===== src/rtl/gpio_pkg.sv =====
package gpio_pkg;
   typedef enum logic [1:0] {
      PM_IN  = 2'd0,
      PM_PP  = 2'd1,
      PM_OD  = 2'd2,
      PM_RSV = 2'd3
   } pin_mode_e;

   // control word indices (address bit 7 clear)
   localparam int W_MODE  = 0;
   localparam int W_DOUT  = 1;
   localparam int W_MASK  = 2;
   localparam int W_PULL  = 3;
   localparam int W_INPUT = 4;
   localparam int W_INOFF = 5;

   // pin window: 16 words per port, giving a 0x40 byte stride
   localparam int SLOT_AW   = 4;
   localparam int INOFF_LSB = 16;
   localparam int DATA_W    = 32;
endpackage


===== src/rtl/gpio_sync.sv =====
module gpio_sync #(
   parameter int W      = 16,
   parameter int STAGES = 2
) (
   input  logic         clk,
   input  logic         rst_n,
   input  logic [W-1:0] d,
   output logic [W-1:0] q
);
   if (STAGES < 2) begin : g_bad_depth
      $error("gpio_sync needs at least two stages");
   end

   logic [W-1:0] stg [STAGES];

   always_ff @(posedge clk or negedge rst_n) begin
      if (!rst_n) begin
         for (int i = 0; i < STAGES; i++) stg[i] <= '0;
      end else begin
         stg[0] <= d;
         for (int i = 1; i < STAGES; i++) stg[i] <= stg[i-1];
      end
   end

   assign q = stg[STAGES-1];
endmodule


===== src/rtl/gpio_pad_ctrl.sv =====
module gpio_pad_ctrl
   import gpio_pkg::*;
#(
   parameter int PINS = 16
) (
   input  logic [2*PINS-1:0] mode,
   input  logic [PINS-1:0]   dout,
   output logic [PINS-1:0]   oe
);
   for (genvar p = 0; p < PINS; p++) begin : g_pin
      pin_mode_e m;
      logic      en;
      assign m = pin_mode_e'(mode[2*p +: 2]);
      always_comb begin
         case (m)
            PM_PP:   en = 1'b1;
            PM_OD:   en = ~dout[p];
            default: en = 1'b0;
         endcase
      end
      assign oe[p] = en;
   end
endmodule


===== src/rtl/gpio_port_regs.sv =====
module gpio_port_regs
   import gpio_pkg::*;
#(
   parameter int PINS        = 16,
   parameter int ADDR_W      = 8,
   parameter int PORT_IDX    = 0,
   parameter int SYNC_STAGES = 2
) (
   input  logic              clk,
   input  logic              rst_n,
   input  logic              wr_en,
   input  logic              rd_en,
   input  logic [ADDR_W-1:0] addr,
   input  logic [31:0]       wdata,
   output logic [31:0]       rdata,
   input  logic [PINS-1:0]   pin_in,
   output logic [PINS-1:0]   pad_out,
   output logic [PINS-1:0]   pad_oe,
   output logic [PINS-1:0]   pull_en
);
   localparam int PW = ADDR_W - 1 - SLOT_AW;

   if (PINS < 1 || PINS > 16) begin : g_bad_pins
      $error("PINS must be 1..16");
   end
   if (PW < 1) begin : g_bad_addr
      $error("ADDR_W too small for the pin window");
   end
   if (PORT_IDX < 0 || PORT_IDX >= (1 << PW)) begin : g_bad_port
      $error("PORT_IDX does not fit the port field");
   end

   logic [2*PINS-1:0] mode_q;
   logic [PINS-1:0]   dout_q, dmask_q, pull_q, inoff_q;
   logic [PINS-1:0]   sync_lvl, level;
   logic [31:0]       rdata_q, rd_mux;

   // address decode
   logic              is_alias, alias_hit;
   logic [PW-1:0]     port_f;
   logic [SLOT_AW-1:0] slot;
   logic [ADDR_W-2:0] ctl_word;
   logic sel_mode, sel_dout, sel_mask, sel_pull, sel_input, sel_inoff;

   assign is_alias  = addr[ADDR_W-1];
   assign port_f    = addr[ADDR_W-2:SLOT_AW];
   assign slot      = addr[SLOT_AW-1:0];
   assign ctl_word  = addr[ADDR_W-2:0];
   assign alias_hit = is_alias && (port_f == PW'(PORT_IDX)) && (int'(slot) < PINS);

   always_comb begin
      sel_mode  = !is_alias && int'(ctl_word) == W_MODE;
      sel_dout  = !is_alias && int'(ctl_word) == W_DOUT;
      sel_mask  = !is_alias && int'(ctl_word) == W_MASK;
      sel_pull  = !is_alias && int'(ctl_word) == W_PULL;
      sel_input = !is_alias && int'(ctl_word) == W_INPUT;
      sel_inoff = !is_alias && int'(ctl_word) == W_INOFF;
   end

   // register writes
   always_ff @(posedge clk or negedge rst_n) begin
      if (!rst_n) begin
         mode_q  <= '0;
         dout_q  <= '0;
         dmask_q <= '0;
         pull_q  <= '0;
         inoff_q <= '0;
      end else if (wr_en) begin
         if (sel_mode)  mode_q  <= wdata[2*PINS-1:0];
         if (sel_dout)  dout_q  <= (dout_q & dmask_q) | (wdata[PINS-1:0] & ~dmask_q);
         if (sel_mask)  dmask_q <= wdata[PINS-1:0];
         if (sel_pull)  pull_q  <= wdata[PINS-1:0];
         if (sel_inoff) inoff_q <= wdata[INOFF_LSB +: PINS];
         if (alias_hit) dout_q[slot] <= wdata[0];
      end
   end

   // input path
   gpio_sync #(.W(PINS), .STAGES(SYNC_STAGES)) u_sync (
      .clk   (clk),
      .rst_n (rst_n),
      .d     (pin_in),
      .q     (sync_lvl)
   );

   assign level = sync_lvl & ~inoff_q;

   // read path
   always_comb begin
      rd_mux = '0;
      if (alias_hit)      rd_mux[0] = level[slot];
      else if (sel_mode)  rd_mux[2*PINS-1:0] = mode_q;
      else if (sel_dout)  rd_mux[PINS-1:0] = dout_q;
      else if (sel_mask)  rd_mux[PINS-1:0] = dmask_q;
      else if (sel_pull)  rd_mux[PINS-1:0] = pull_q;
      else if (sel_input) rd_mux[PINS-1:0] = level;
      else if (sel_inoff) rd_mux[INOFF_LSB +: PINS] = inoff_q;
   end

   always_ff @(posedge clk or negedge rst_n) begin
      if (!rst_n)     rdata_q <= '0;
      else if (rd_en) rdata_q <= rd_mux;
   end

   assign rdata = rdata_q;

   // pad control
   gpio_pad_ctrl #(.PINS(PINS)) u_pad (
      .mode (mode_q),
      .dout (dout_q),
      .oe   (pad_oe)
   );

   assign pad_out = dout_q;
   assign pull_en = pull_q;


   mask_hold_chk: assert property (@(posedge clk) disable iff (!rst_n)
      (wr_en && sel_dout) |=> (((dout_q ^ $past(dout_q)) & $past(dmask_q)) == '0));


   inoff_zero_chk: assert property (@(posedge clk) disable iff (!rst_n)
      (rd_en && sel_input) |=> ((rdata_q[PINS-1:0] & $past(inoff_q)) == '0));


   alias_wr_chk: assert property (@(posedge clk) disable iff (!rst_n)
      (wr_en && alias_hit) |=> (dout_q[$past(slot)] == $past(wdata[0])));


   foreign_port_chk: assert property (@(posedge clk) disable iff (!rst_n)
      (wr_en && is_alias && !alias_hit) |=> $stable(dout_q));

   for (genvar p = 0; p < PINS; p++) begin : g_od_chk

      od_release_chk: assert property (@(posedge clk) disable iff (!rst_n)
         (mode_q[2*p +: 2] == PM_OD && dout_q[p]) |-> !pad_oe[p]);
   end
endmodule


===== config.mk =====
export PLATFORM = sky130hd
export DESIGN_NAME = gpio_port_regs
export DESIGN_NICKNAME = d
export VERILOG_FILES = /design/src/rtl/gpio_pkg.sv /design/src/rtl/gpio_sync.sv /design/src/rtl/gpio_pad_ctrl.sv /design/src/rtl/gpio_port_regs.sv
export SDC_FILE = /design/constraint.sdc
export NUM_CORES = 1
export LEC_CHECK = 0
export BUFFER_PORTS_ARGS = -buffer_cell sky130_fd_sc_hd__buf_2
export CELL_PAD_IN_SITES_DETAIL_PLACEMENT = 2
export CELL_PAD_IN_SITES_GLOBAL_PLACEMENT = 2
export CORE_ASPECT_RATIO = 0.9
export CORE_UTILIZATION = 41
export CTS_BUF_LIST = sky130_fd_sc_hd__clkbuf_2 sky130_fd_sc_hd__clkbuf_4 sky130_fd_sc_hd__clkbuf_8
export DETAILED_ROUTE_END_ITERATION = 7
export PLACE_DENSITY_LB_ADDON = 0.1
export REMOVE_ABC_BUFFERS = 1
export SETUP_SLACK_MARGIN = 0.4
export SYNTH_ARGS = -nofsm -noshare
export SYNTH_HDL_FRONTEND = slang
export SYNTH_SLANG_ARGS = --single-unit

===== constraint.sdc =====
create_clock -name clk -period 2.2 [get_ports clk]
set_input_delay 0 -clock clk [delete_from_list [all_inputs] [get_ports clk]]
set_output_delay 0 -clock clk [all_outputs]
set_load 0.005 [all_outputs]

==> results.md <==
- Clock-pin slew on the worst setup and hold paths: 100 ps
- Post-synthesis compound-gate area fraction: 0.138
- Final wirelength: 29400 um
- Sequential power share: 0.504
- Worst-Margin Slew: 715 ps
- RD Place Congestion: around 0.83
- Share of cells above drive strength 1: 0.337
- Worst reg2reg endpoint: rdata[0]
- Most common cell after layout, fill and taps aside: dfrtp_1
- Critical path fanouts, max: 5
- Die width: roughly 150 um
- Clk_lat worst skew: slightly below 500 ps
- Antenna Cells: 0
- Max capacitance violation total: 0
- Outcome: finished, final reports clean
- EDFF count, synth: 0
- Synthesized cell area: 8060 um^2
- Sw Ratio: 0.305
- Reg2reg setup slack: between 500 and 600 ps
- Top sig layer: met4
- RSZ-0062 raised after global routing: false
- Rel. slew slack: 0.522
- Comb pwr share: 0.147
- Net Sw Power: around 2.0 mW
- R2R cell count: 5
- Nets@finish: 994
- WL met3: about 1800 um
- Post-synthesis mux area share: 0.167
- Ports: between 100 and 150
- Min-delay worst type: in -> reg
- Die area: between 20000 and 25000 um^2
- Vias: ~6700
- Clk_skew: about 13 ps
- First-pass GRT wire length: roughly 46000 um
- P_leak: ~4.8 nW
- Critical Path RT: between 2000 and 3000 ps
- Final setup fails: 0
- Clk pwr share: 0.349
- CTS tree: built
- Num rows: 48
- DRT iter0 DRCs: 419
- Int Pwr: 4.52 mW
- Synth Register Bits: 160
- Post-Synth Simple-Gate Area: 0.0797
- Pin count of the biggest net entering global routing: 60
- Avg Cell Area, Syn: between 10 and 15 um^2
- Antenna violations before repair: 0
- Root Driver: clkbuf_8
- Tmin final: ~1700 ps
- Post-route ant nets: 0
- Area grow syn2layout: 24.3%
- Post-layout instance area: approximately 10000 um^2
- Final HPWL DP: between 15000 and 20000 um
- Crit Path Category: in -> reg
- Setup crit start kind: input pin
- Distinct cell type count after synthesis: 51
- CTS Buf Count: 17
- Yosys warning count: 0
- CTS Sinks: 160
- Final worst-path cycle share: 0.780
- Synth Flop Type: dfrtp_1
- Post-Synth Adder-Cell Area: 0.0497
- Wire length on met2: 14900 um
- Pwr Total: about 6.5 mW
- Main combinational cell family by area after synthesis: multiplexers
- Hold Fails Final Rpt: 0
- Total track usage: 0.309
- Sequential area share after synthesis: 0.497
- Initial Util: 0.419
- Synth Area in XOR/XNOR: 0
- CP startpoint: addr[7]
- WL/cell: 25.2 um
- Postcts setup bufs: 0
- CTS H-tree depth: 4
- Async set-or-reset flop fraction in the synthesized netlist: 1.00
- Slew Limit Fails: 0
- Most frequent cells in the layout: dfrtp_1 (160), buf_2 (138), inv_1 (63)
- IO buf count: 139
- Drt drc: 0
- PD cells: 649 nW/um^2
- Total core area: just under 20000 um^2
- Max Root-Sink Buffers: 2
- Vias/cell: approximately 5.7
- Critical path arrival: about 2100 ps
- Max Fclk: around 0.6 GHz
- Synth Instances: roughly 720
- Met1 wire length: approximately 12000 um
- Die span in y: 135 um
- Vias in the first global route: 7579
- Worst Setup End Kind: flip-flop
- Critical path endpoint: rdata[12]
- Cell Area, Placed: between 9000 and 10000 um^2
- Max VDD drop: just under 0.4 mV
- TritonRoute pass-1 iters: 5
- Grt total ovfl: 0
- R2r startpoint: inoff_q[5]
layer usage:
| metal | up-vias | track usage |
|---|---|---|
| met3 | 58 | 0.0611 |
| met5 | - | 0 |
| met1 | 3499 | 0.382 |
| met2 | 221 | 0.532 |
| li1 | 2900 | - |
| met4 | 0 | 0.114 |
metrics by stage:
stage	setup TNS (ps)	setup slack (ps)	hold slack [ps]	instances	util
after floorplan	-21440	-622	-296	654	-
after global placement	0	115	26.8	1082	0.474
after detailed placement	0	49.8	36.6	1082	0.474
after CTS	0	501	3.53	1165	0.521
after global routing	0	439	32.1	1165	0.521
final	0	485	27.1	1165	0.521
power by group through the flow:
stage,sequential [mW],combinational (mW),clock [mW]
2_1_floorplan,3.28,0.375,0
3_3_place_gp,3.31,0.816,0
3_5_place_dp,3.33,0.863,0
4_1_cts,3.27,0.951,2.30
5_1_grt,3.30,1.04,2.42
6_report,3.28,0.957,2.27
what timing repair did:
item | 4_1_cts | 5_1_grt
hold buffers | 51 | 0
hold endpoints to repair | 206 | 0
resized for setup | 0 | 2
endpoints found under the setup margin | 0 | 1
area by class of cell:
class | instances | area, um^2
well taps | 250 | 313
fillers | 1938 | 9200
inverters | 63 | 236
clock buffers | 19 | 255
repair buffers | 229 | 1570
clock inverters | 13 | 139
multi-input cells | 431 | 3500
flip-flops and latches | 160 | 4000
logic make-up (layout without fill, tap and decap cells):
group | Yosys count | in the layout
fa+ha+maj | 32 | 32
compound gates | 162 | 162
mux | 110 | 110
simple gates | 127 | 127
flops | 160 | 160
buf+inv | 124 | 324
worst max-delay path: stages:
cell and delay [ps]:
buf_2 110, or4_1 620, or4_1 530, buf_4 220, nor3b_1 270, o221ai_1 140
mux2i_1 220
synthesized netlist by cell type (3+ instances only):
| library cell | count | area share |
|---|---|---|
| buf_2 | 6 | 0.0037 |
| o31ai_1 | 4 | 0.0037 |
| o32a_1 | 4 | 0.0050 |
| nor2_1 | 50 | 0.023 |
| inv_1 | 63 | 0.029 |
| mux2_4 | 30 | 0.056 |
| a211oi_1 | 5 | 0.0047 |
| nor3b_1 | 7 | 0.0065 |
| buf_4 | 16 | 0.015 |
| dfrtp_1 | 160 | 0.50 |
| nor4_1 | 5 | 0.0039 |
| nand2b_1 | 13 | 0.010 |
| o221ai_1 | 6 | 0.0065 |
| clkbuf_1 | 33 | 0.015 |
| or2_2 | 4 | 0.0031 |
| a22oi_1 | 15 | 0.014 |
| nand2_1 | 19 | 0.0089 |
| o32ai_1 | 12 | 0.013 |
| mux2i_1 | 24 | 0.030 |
| o21bai_1 | 7 | 0.0065 |
| o21ai_0 | 27 | 0.017 |
| nor3_1 | 13 | 0.0081 |
| o2111ai_1 | 8 | 0.0087 |
| buf_6 | 3 | 0.0042 |
| a31oi_1 | 3 | 0.0023 |
| buf_1 | 3 | 0.0014 |
| mux2_2 | 54 | 0.075 |
| ha_1 | 32 | 0.050 |
| o22ai_1 | 8 | 0.0062 |
| nor2b_1 | 3 | 0.0023 |
| a32o_1 | 3 | 0.0037 |
| a21oi_1 | 41 | 0.025 |
| o211ai_1 | 6 | 0.0056 |
| o211a_1 | 6 | 0.0075 |
how the worst min path moves through the flow:
stage,start,end,cells after the start,slack [ps]
3_5_place_dp,rst_n,rdata[2],1,40
3_3_place_gp,rst_n,rdata[2],1,30
2_1_floorplan,rst_n,dmask_q[0],0,-300
4_1_cts,wr_en,pad_out[11],3,4
5_1_grt,wr_en,pad_out[1],3,30
6_report,wr_en,pad_out[1],3,30
state kept, by name (all words and copies together), names as in the netlist:
| register | cells |
|---|---|
| inoff_q | 16 |
| dmask_q | 16 |
| u_sync.stg | 16 |
| mode_q | 32 |
| pull_en | 16 |
| pad_out | 16 |
| u_sync.q | 16 |
| rdata | 32 |
No activity file was read; power rests on OpenSTA's default activity.
